File: src/rtl/cpu2w_pkg.sv
package cpu2w_pkg;
  typedef enum logic [3:0] {
    OP_NOP = 4'h0, OP_ADD = 4'h1, OP_SUB = 4'h2, OP_OR  = 4'h3,
    OP_XOR = 4'h4, OP_AND = 4'h5, OP_LD  = 4'h6, OP_ST  = 4'h7,
    OP_BR  = 4'h8, OP_BEQ = 4'h9, OP_BNE = 4'hA, OP_BLT = 4'hB,
    OP_BGE = 4'hC, OP_BGT = 4'hD, OP_BCS = 4'hE, OP_UND = 4'hF
  } opcode_e;

  typedef enum logic [1:0] {
    ST_FETCH0 = 2'd0, ST_FETCH1 = 2'd1, ST_EXEC = 2'd2, ST_MEM = 2'd3
  } state_e;

  typedef struct packed {
    logic n;
    logic z;
    logic c;
    logic v;
  } flags_t;

  function automatic logic is_alu(opcode_e op);
    return (op >= OP_ADD) && (op <= OP_AND);
  endfunction

  function automatic logic is_mem(opcode_e op);
    return (op == OP_LD) || (op == OP_ST);
  endfunction
endpackage

File: src/rtl/cpu2w_alu.sv
module cpu2w_alu
  import cpu2w_pkg::*;
#(
  parameter int DW = 16
) (
  input  opcode_e        op_i,
  input  logic [DW-1:0]  a_i,
  input  logic [DW-1:0]  b_i,
  output logic [DW-1:0]  y_o,
  output flags_t         flags_o
);
  logic [DW:0] sum, diff;

  assign sum  = {1'b0, a_i} + {1'b0, b_i};
  assign diff = {1'b0, a_i} - {1'b0, b_i};

  always_comb begin
    y_o       = '0;
    flags_o.c = 1'b0;
    flags_o.v = 1'b0;
    unique case (op_i)
      OP_ADD: begin
        y_o       = sum[DW-1:0];
        flags_o.c = sum[DW];
        flags_o.v = (a_i[DW-1] == b_i[DW-1]) && (sum[DW-1] != a_i[DW-1]);
      end
      OP_SUB: begin
        y_o       = diff[DW-1:0];
        flags_o.c = diff[DW];  // borrow
        flags_o.v = (a_i[DW-1] != b_i[DW-1]) && (diff[DW-1] != a_i[DW-1]);
      end
      OP_OR:   y_o = a_i | b_i;
      OP_XOR:  y_o = a_i ^ b_i;
      OP_AND:  y_o = a_i & b_i;
      default: y_o = '0;
    endcase
    flags_o.n = y_o[DW-1];
    flags_o.z = (y_o == '0);
  end
endmodule

File: src/rtl/cpu2w_regfile.sv
module cpu2w_regfile #(
  parameter int DW   = 16,
  parameter int NREG = 8,
  localparam int RW  = $clog2(NREG)
) (
  input  logic           clk_i,
  input  logic           rst_ni,
  input  logic           we_i,
  input  logic [RW-1:0]  wa_i,
  input  logic [DW-1:0]  wd_i,
  input  logic [RW-1:0]  ra_d_i,
  input  logic [RW-1:0]  ra_a_i,
  input  logic [RW-1:0]  ra_b_i,
  output logic [DW-1:0]  rd_d_o,
  output logic [DW-1:0]  rd_a_o,
  output logic [DW-1:0]  rd_b_o
);
  logic [DW-1:0] regs_q [NREG];

  for (genvar g = 0; g < NREG; g++) begin : g_reg
    always_ff @(posedge clk_i or negedge rst_ni) begin
      if (!rst_ni)                      regs_q[g] <= '0;
      else if (we_i && wa_i == RW'(g))  regs_q[g] <= wd_i;
    end
  end

  assign rd_d_o = regs_q[ra_d_i];
  assign rd_a_o = regs_q[ra_a_i];
  assign rd_b_o = regs_q[ra_b_i];
endmodule

File: src/rtl/cpu2w_ctrl.sv
module cpu2w_ctrl
  import cpu2w_pkg::*;
(
  input  logic    clk_i,
  input  logic    rst_ni,
  input  opcode_e op_i,
  input  flags_t  flags_i,
  output state_e  state_o,
  output logic    taken_o
);
  state_e state_q, state_d;
  logic   cond;
  logic   lt;

  assign lt = flags_i.n ^ flags_i.v;

  always_comb begin
    unique case (op_i)
      OP_BR:   cond = 1'b1;
      OP_BEQ:  cond = flags_i.z;
      OP_BNE:  cond = !flags_i.z;
      OP_BLT:  cond = lt;
      OP_BGE:  cond = !lt;
      OP_BGT:  cond = !flags_i.z && !lt;
      OP_BCS:  cond = flags_i.c;
      default: cond = 1'b0;
    endcase
  end

  assign taken_o = (state_q == ST_EXEC) && cond;

  always_comb begin
    unique case (state_q)
      ST_FETCH0: state_d = ST_FETCH1;
      ST_FETCH1: state_d = ST_EXEC;
      ST_EXEC:   state_d = is_mem(op_i) ? ST_MEM : ST_FETCH0;
      default:   state_d = ST_FETCH0;
    endcase
  end

  always_ff @(posedge clk_i or negedge rst_ni) begin
    if (!rst_ni) state_q <= ST_FETCH0;
    else         state_q <= state_d;
  end

  assign state_o = state_q;
endmodule

File: src/rtl/cpu_two_word.sv
module cpu_two_word
  import cpu2w_pkg::*;
#(
  parameter int DW   = 16,
  parameter int AW   = 8,
  parameter int NREG = 8
) (
  input  logic           clk_i,
  input  logic           rst_ni,
  output logic [AW-1:0]  imem_addr_o,
  input  logic [DW-1:0]  imem_data_i,
  output logic [AW-1:0]  dmem_addr_o,
  output logic [DW-1:0]  dmem_wdata_o,
  output logic           dmem_we_o,
  input  logic [DW-1:0]  dmem_rdata_i
);
  localparam int RW = $clog2(NREG);

  logic [AW-1:0] pc_q;
  logic [DW-1:0] i0_q, i1_q;
  flags_t        flags_q, alu_flags;
  state_e        state;
  logic          taken;
  opcode_e       op;
  logic [RW-1:0] fd, fa, fb;
  logic [DW-1:0] rd_d, rd_a, rd_b, alu_y, wd;
  logic          rf_we;

  assign op = opcode_e'(i0_q[15:12]);
  assign fd = i0_q[9+:RW];
  assign fa = i0_q[6+:RW];
  assign fb = i0_q[3+:RW];

  cpu2w_ctrl i_ctrl (
    .clk_i, .rst_ni, .op_i(op), .flags_i(flags_q),
    .state_o(state), .taken_o(taken)
  );

  cpu2w_alu #(.DW(DW)) i_alu (
    .op_i(op), .a_i(rd_a), .b_i(rd_b), .y_o(alu_y), .flags_o(alu_flags)
  );

  assign rf_we = (state == ST_EXEC && is_alu(op)) || (state == ST_MEM && op == OP_LD);
  assign wd    = (state == ST_MEM) ? dmem_rdata_i : alu_y;

  cpu2w_regfile #(.DW(DW), .NREG(NREG)) i_rf (
    .clk_i, .rst_ni, .we_i(rf_we), .wa_i(fd), .wd_i(wd),
    .ra_d_i(fd), .ra_a_i(fa), .ra_b_i(fb),
    .rd_d_o(rd_d), .rd_a_o(rd_a), .rd_b_o(rd_b)
  );

  always_ff @(posedge clk_i or negedge rst_ni) begin
    if (!rst_ni) begin
      pc_q    <= '0;
      i0_q    <= '0;
      i1_q    <= '0;
      flags_q <= '0;
    end else begin
      unique case (state)
        ST_FETCH0: begin
          i0_q <= imem_data_i;
          pc_q <= pc_q + 1'b1;
        end
        ST_FETCH1: begin
          i1_q <= imem_data_i;
          pc_q <= pc_q + 1'b1;
        end
        ST_EXEC: begin
          if (taken)       pc_q    <= i1_q[AW-1:0];
          if (is_alu(op))  flags_q <= alu_flags;
        end
        default: ;
      endcase
    end
  end

  assign imem_addr_o  = pc_q;
  assign dmem_addr_o  = i1_q[AW-1:0];
  assign dmem_wdata_o = rd_d;
  assign dmem_we_o    = (state == ST_MEM) && (op == OP_ST);
endmodule

File: config.mk
export PLATFORM = sky130hd
export DESIGN_NAME = cpu_two_word
export DESIGN_NICKNAME = d
export VERILOG_FILES = /design/src/rtl/cpu2w_pkg.sv /design/src/rtl/cpu2w_alu.sv /design/src/rtl/cpu2w_regfile.sv /design/src/rtl/cpu2w_ctrl.sv /design/src/rtl/cpu_two_word.sv
export SDC_FILE = /design/constraint.sdc
export NUM_CORES = 1
export LEC_CHECK = 0
export ABC_AREA = 1
export BUFFER_PORTS_ARGS = -buffer_cell sky130_fd_sc_hd__buf_4
export CORE_ASPECT_RATIO = 0.9
export CORE_MARGIN = 1.5
export CORE_UTILIZATION = 50
export CTS_CLUSTER_DIAMETER = 150
export CTS_CLUSTER_SIZE = 20
export DETAILED_ROUTE_END_ITERATION = 16
export PLACE_DENSITY_LB_ADDON = 0.08
export SLEW_MARGIN = 20
export SYNTH_ARGS = -nofsm -noshare
export SYNTH_HDL_FRONTEND = slang
export SYNTH_SLANG_ARGS = --single-unit
File: constraint.sdc
create_clock -name clk_i -period 3 [get_ports clk_i]
set_input_delay 0 -clock clk_i [delete_from_list [all_inputs] [get_ports clk_i]]
set_output_delay 0 -clock clk_i [all_outputs]
set_load 0.005 [all_outputs]
======== After elaboration in Yosys (flattened, before gate mapping) ========
Cells that the tools add are included.
storage, ports and cells
  output and inout port bits .............. 33
  input port bits ......................... 34
  logic and storage cells ................. 104
  flip-flop bits (word level) ............. 166
operators by class
  muxes and demuxes ....................... 17
  equal/unequal tests ..................... 29
  bitwise logic cells ..................... 7
  reduce and logical (&&, ||, !) cells .... 27
  $lt $le $gt $ge ......................... 5
  add/subtract/negate cells ............... 3
operators by type and width
  kind                                                      number
  binary-select mux 16 bit (select 3 bit)                   3
  2-to-1 mux 16 bit                                         7
  case mux 16 bit (5 select lines)                          1
  equality test 4 bit, second input constant                7
  adder 16 x 16 -> 17 bit                                   1
  subtractor 16 x 16 -> 17 bit                              1
  bitwise AND 16 bit                                        1
  equality test 4 x 3 -> 1 bit, second input constant       4
  logical AND 1 bit                                         16
  logical NOT 16 bit                                        1
  bitwise OR 16 bit                                         1
  case mux 8 bit (2 select lines)                           1
  bitwise XOR 16 bit                                        1
  equality test 3 bit, second input constant                4
  greater-or-equal comparator 4 bit, second input constant  3
  NOT 3 -> 4 bit                                            3
  adder 8 x 1 -> 8 bit, second input constant               1
  equality test 4 x 2 -> 1 bit, second input constant       2
  2-to-1 mux 8 bit                                          1
  case mux 1 bit (7 select lines)                           1
  equality test 3 x 2 -> 1 bit, second input constant       2
  case mux 2 bit (3 select lines)                           1
  equality test 2 bit, second input constant                2
  equality test 4 x 1 -> 1 bit, second input constant       1
  17 further kinds                                          22

======== Depth between registers and ports, before layout ========
  depth after elaboration ................. 8
  mapped depth ............................ 27
  depth with buffers taken out ............ 24

======== By module ========
A second synthesis with hierarchy kept.
unflattened totals
  cells, all modules ...................... 2,310
  area total of the unflattened synthesis .. 13,695.6 um^2
modules (own cells, without submodules)
  module         sequential area each (um^2)  area an instance (um^2)  instances  cells an instance
  cpu2w_regfile  3,203.1                      8,695.8                  1          1,463
  cpu2w_alu      0.0                          3,105.5                  1          590
  cpu_two_word   825.8                        1,720.4                  1          228
  cpu2w_ctrl     50.0                         173.9                    1          29

======== Least setup slack after synthesis ========
No wires, ideal clock.
  kind .................................... reg2reg
  from .................................... register i0_q[6]
  to ...................................... register i_rf.regs_q[87] in the netlist's numbering
  path buffers ............................ 4
  data required time ...................... 2.868 ns
  slack ................................... -0.291 ns
  library setup time ...................... 0.132 ns
  clock period less this slack ............ 3.291 ns
  cell stages (with the launch flop) ...... 21
  arrival time ............................ 3.159 ns
  cells stage by stage .................... dfrtp_1 -> buf_2 -> inv_1 -> buf_2 -> buf_1 -> o21ai_0 -> nand2_1 -> inv_1 -> o21ai_0 -> inv_1 -> ha_1 -> o21ai_0 -> nand3_1 -> nand2_1 -> nand2_1 -> nand3_1 -> nand4_1 -> or2_2 -> buf_2 -> nand3_1 -> o21ai_0
on the way
  cells in the longest elaborated chain, start to end .. 7
  elaborated cells on any way between the ends .. 11
  those cells by class .................... add/sub: 2; mux: 5; bitwise: 4
ends and longest elaborated chain
  what                                                     RTL line             text
  from (decl)                                              cpu_two_word.sv:20   logic [DW-1:0] i0_q, i1_q;
  from (signal assigned)                                   cpu_two_word.sv:61   i0_q <= imem_data_i;
  NOT 3 -> 4 bit (implied by the code) *                   cpu2w_regfile.sv:28  assign rd_a_o = regs_q[ra_a_i];
  binary-select mux 16 bit (select 3 bit) *                cpu2w_regfile.sv:28
  2-to-1 mux 16 bit (implied by the code) * (2 in series)  cpu2w_regfile.sv:28
  subtractor 16 x 16 -> 17 bit (tied with other cells)     cpu2w_alu.sv:15      assign diff = {1'b0, a_i} - {1'b0, b_i};
  case mux 16 bit (5 select lines) *                       cpu2w_alu.sv:21      unique case (op_i)
  2-to-1 mux 16 bit *                                      cpu_two_word.sv:44   assign wd = (state == ST_MEM) ? dmem_rdata_i : alu_y;
  to (signal, indexed assignment)                          cpu2w_regfile.sv:23  else if (we_i && wa_i == RW'(g)) regs_q[g] <= wd_i;
  to (decl)                                                cpu2w_regfile.sv:18  logic [DW-1:0] regs_q [NREG];
Every way passes the cells marked *; elsewhere a longest branch is shown, timed or not. The select of a mux whose other input is x is not followed.
A chain may end at the register's enable or synchronous reset.

======== Final worst setup path ========
  from .................................... register i0_q[3]
  to ...................................... register i_rf.regs_q[108] in the netlist's numbering
on the way
  cells in the longest elaborated chain, start to end .. 7
  elaborated cells on any way between the ends .. 11
  those cells by class .................... add/sub: 2; mux: 5; bitwise: 4
ends and longest elaborated chain
  what                                                     RTL line             text
  NOT 3 -> 4 bit (implied by the code) *                   cpu2w_regfile.sv:29  assign rd_b_o = regs_q[ra_b_i];
  binary-select mux 16 bit (select 3 bit) *                cpu2w_regfile.sv:29
  2-to-1 mux 16 bit (implied by the code) * (2 in series)  cpu2w_regfile.sv:29
  subtractor 16 x 16 -> 17 bit (tied with other cells)     cpu2w_alu.sv:15
  case mux 16 bit (5 select lines) *                       cpu2w_alu.sv:21
  2-to-1 mux 16 bit *                                      cpu_two_word.sv:44
Marks and branches as above.

==> metrics.txt <==
Max Fanout on Critical Path=8; Max Buffers Root-to-Sink=2; layout cell share with drive strength beyond 1=41.8%; type of element launching the critical path=register; number of flip-flops and latches in the synthesized netlist=163; Fin Hold WS=0.0302 ns; count of final max-slew check failures=0; highest clock frequency the design can meet=0.301 GHz; transition at the pin with the smallest max-transition slack=0.800 ns; post-synthesis area per instance=6.75 um^2; ratio of final minimum period to clock period=111%; maximum number of pins on one net before global-route repair=71; RSZ-0062 raised after global routing=true; number of endpoints failing setup at the final stage=124; critical path capture point type=register; starting utilization of the core area=51.3%; placeable core region=24500 um^2; EDFF count, synth=0; class of the most critical hold timing path=in2reg; Arr. time, crit path=3.66 ns; Max-Cap Viols=0; antenna violations before repair=0; Yosys warning total=0; clk sink count=163; number of buffers created by CTS=17; highest-count cells in the layout ignoring fill and taps=sky130_fd_sc_hd__nand2_1 (367), sky130_fd_sc_hd__buf_4 (355), sky130_fd_sc_hd__dfrtp_1 (161); Post-Synthesis Net Count=1944; outcome=finished, violations left; row cnt=54; hold violation count in the final report=0; multi-input combinational cell area=9020 um^2; wire length of the first global-routing pass=79.4 mm; detailed-route vias per instance=6.00; count of inserted antenna diode cells=0; worst-skew pair later-pin latency=0.45 ns; post-route clock skew=0.0120 ns; weighted congestion reported at the end of routability-driven placement=0.983; Cells after Synth=1859; CP Data Required Time=3.34 ns; worst-case headroom to the max-slew limit=46.6%; Main synth FF type=sky130_fd_sc_hd__dfrtp_1; global-route usage over all layers=39.5%; TritonCTS clock tree=built; total of fill cells in the finished design=1749; category of the critical setup timing path=reg2reg; overflow left after global routing=0; count of distinct cell types in the synthesized netlist=51; number of DRC markers after the initial detailed-route iteration=2023; synthesized cell area=12500 um^2; most common library cell in the layout ignoring fill and taps=sky130_fd_sc_hd__nand2_1; cell chosen for the clock root=sky130_fd_sc_hd__clkbuf_16; total I/O pin count=67; Clock transition at path regs=0.07 ns; via count=15446; number of iterations in the first detailed-routing pass=7; Worst path slowest cell=sky130_fd_sc_hd__dfrtp_2; total die area=26000 um^2; total of buffers placed on input and output ports=66; sequential area share after synthesis=32.5%; routed wire length per instance=20.8 um; chain of cells forming the critical path=buf_6 -> buf_12 -> buf_6 -> a21oi_2 -> o21ai_1 -> o21ai_1 -> nand2_1 -> o21ai_4 -> ha_4 -> inv_2 -> fa_2 -> inv_2 -> nand3_2 -> nand2_4 -> nand2_4 -> nand2_4 -> a21oi_4 -> or2_1 -> nand3_2 -> nand4_4 -> nand3_2 -> nand2_1; Layout Nets=2311; flip-flop and latch area=4080 um^2; final setup slack of the worst path=-0.322 ns; Die X-Extent=170 um; vias in the first global route=14868; count of antenna-violating nets left after detailed routing=0; peak per-stage delay on the critical path=0.45 ns; failing checks=negative setup slack; minimum clock period=3.32 ns; DRC violation count after routing=0; H-tree depth=4; area growth from synthesis to layout=52.5%; y dimension of the die=153 um; detailed placer's ending HPWL=32.6 mm; drt total wl=53.6 mm; Post-synth ARST share=100%
==> state kept, by name, indices dropped and copies added (netlist names) <==
register	count
flags_q	4
i0_q	13
i1_q	8
i_ctrl.state_o	2
i_rf.regs_q	128
imem_addr_o	8
==> Yosys cell counts, types with 3 or more instances <==
cell / number / share of area [%]
sky130_fd_sc_hd__buf_1: 14 / 0.42
sky130_fd_sc_hd__a21oi_1: 147 / 5.9
sky130_fd_sc_hd__xnor2_1: 3 / 0.21
sky130_fd_sc_hd__nand3b_1: 5 / 0.30
sky130_fd_sc_hd__o2111ai_1: 10 / 0.70
sky130_fd_sc_hd__o21ai_1: 76 / 3.0
sky130_fd_sc_hd__inv_1: 201 / 6.0
sky130_fd_sc_hd__a22oi_1: 17 / 1.0
sky130_fd_sc_hd__mux2_2: 8 / 0.72
sky130_fd_sc_hd__xor2_1: 3 / 0.21
sky130_fd_sc_hd__o21bai_1: 5 / 0.30
sky130_fd_sc_hd__a32oi_1: 3 / 0.21
sky130_fd_sc_hd__nand2_1: 436 / 13
sky130_fd_sc_hd__or2_2: 10 / 0.50
sky130_fd_sc_hd__o21ai_0: 266 / 11
sky130_fd_sc_hd__buf_6: 13 / 1.2
sky130_fd_sc_hd__ha_1: 49 / 4.9
sky130_fd_sc_hd__nor2_4: 8 / 0.72
sky130_fd_sc_hd__nor2_1: 103 / 3.1
sky130_fd_sc_hd__nor3_1: 3 / 0.12
sky130_fd_sc_hd__o22ai_1: 15 / 0.75
sky130_fd_sc_hd__nand3_1: 128 / 5.1
sky130_fd_sc_hd__clkbuf_1: 56 / 1.7
sky130_fd_sc_hd__buf_4: 8 / 0.48
sky130_fd_sc_hd__buf_2: 17 / 0.68
sky130_fd_sc_hd__nor2_2: 8 / 0.40
sky130_fd_sc_hd__nand2_2: 5 / 0.25
sky130_fd_sc_hd__a31oi_1: 10 / 0.50
sky130_fd_sc_hd__inv_4: 3 / 0.15
sky130_fd_sc_hd__o211ai_1: 3 / 0.18
sky130_fd_sc_hd__dfrtp_1: 163 / 33
sky130_fd_sc_hd__nand4_1: 8 / 0.40
sky130_fd_sc_hd__a221oi_1: 7 / 0.49
sky130_fd_sc_hd__o21ai_2: 12 / 0.84
sky130_fd_sc_hd__mux2i_2: 3 / 0.33
sky130_fd_sc_hd__inv_2: 14 / 0.42
==> area by class of cell <==
type,count,share of cell area [%]
repair buffers,456,21.6
well taps,336,2.20
flip-flops and latches,163,21.3
inverters,220,4.55
clock buffers,18,2.30
multi-input cells,1368,47.2
clock inverters,14,0.805
==> critical path, delay by kind of cell (launching register included) <==
kind / cells / cell delay (ns)
buffers and inverters: 5 / 0.55
adders and majority gates: 2 / 0.60
AOI/OAI and AO/OA: 5 / 0.46
and+or+nand+nor: 10 / 1.15
DFF: 1 / 0.45
==> stage by stage <==
stage	worst slack [ns]	setup TNS [ns]	std cells	utilization [%]	instance area [um^2]
2_1_floorplan	-0.00577	-0.0101	1859	-	12600
3_3_place_gp	-0.551	-44.66	2447	62.7	15300
3_5_place_dp	-0.599	-53.67	2447	62.7	15300
4_1_cts	-0.264	-17.33	2550	73.4	17900
5_1_grt	-0.472	-40.01	2575	78.2	19100
6_report	-0.322	-26.35	2575	78.2	19100
==> repair_timing <==
action	CTS	global route
endpoints found under the hold margin	133	7
gates resized for setup	387	292
pin swaps	76	134
endpoints found under the setup margin	124	124
gates cloned	9	5
hold buffers	24	2
setup buffers	39	24
==> cells by family (layout without fill, tap and decap cells) <==
kind of cell | count (synthesis) | count (layout) | share of synthesized area [%]
buf+inv | 328 | 708 | 11.1
fa+ha+maj | 51 | 51 | 5.21
simple gates | 721 | 721 | 24.5
xor+xnor | 6 | 6 | 0.419
mux | 12 | 12 | 1.13
flops | 163 | 163 | 32.5
compound gates | 578 | 578 | 25.1
==> worst paths after layout <==
| check | from | endpoint | slack, ns | cells after the start |
|---|---|---|---|---|
| worst max-delay path | i0_q[3]$_DFFE_PN0P_ | i_rf.regs_q[108]$_DFFE_PN0P_ | -0.32 | 22 |
| worst max register to register | i0_q[3]$_DFFE_PN0P_ | i_rf.regs_q[108]$_DFFE_PN0P_ | -0.32 | 22 |
| min in group asynchronous | rst_ni | i_rf.regs_q[83]$_DFFE_PN0P_ | 0.14 | 2 |
| max in group asynchronous | rst_ni | i_rf.regs_q[85]$_DFFE_PN0P_ | 1.97 | 3 |
| worst min register to register | flags_q[2]$_DFFE_PN0P_ | flags_q[2]$_DFFE_PN0P_ | 0.49 | 2 |
| worst min-delay path | dmem_rdata_i[0] | i_rf.regs_q[48]$_DFFE_PN0P_ | 0.03 | 4 |
==> metal layers <==
layer  up-vias  global-route usage (%)  part of all wire [%]  wire, um
met5         -                       0                     0         0
met3       249                    8.26                    12      6220
li1       6940                       -                     -         -
met1      7223                    50.7                    38     20100
met4         0                    18.5                   5.4      2870
met2      1034                    63.5                    46     24400
Power is not shown: default switching activity piles up to over one toggle a cycle in this logic, so the estimate is an artifact.
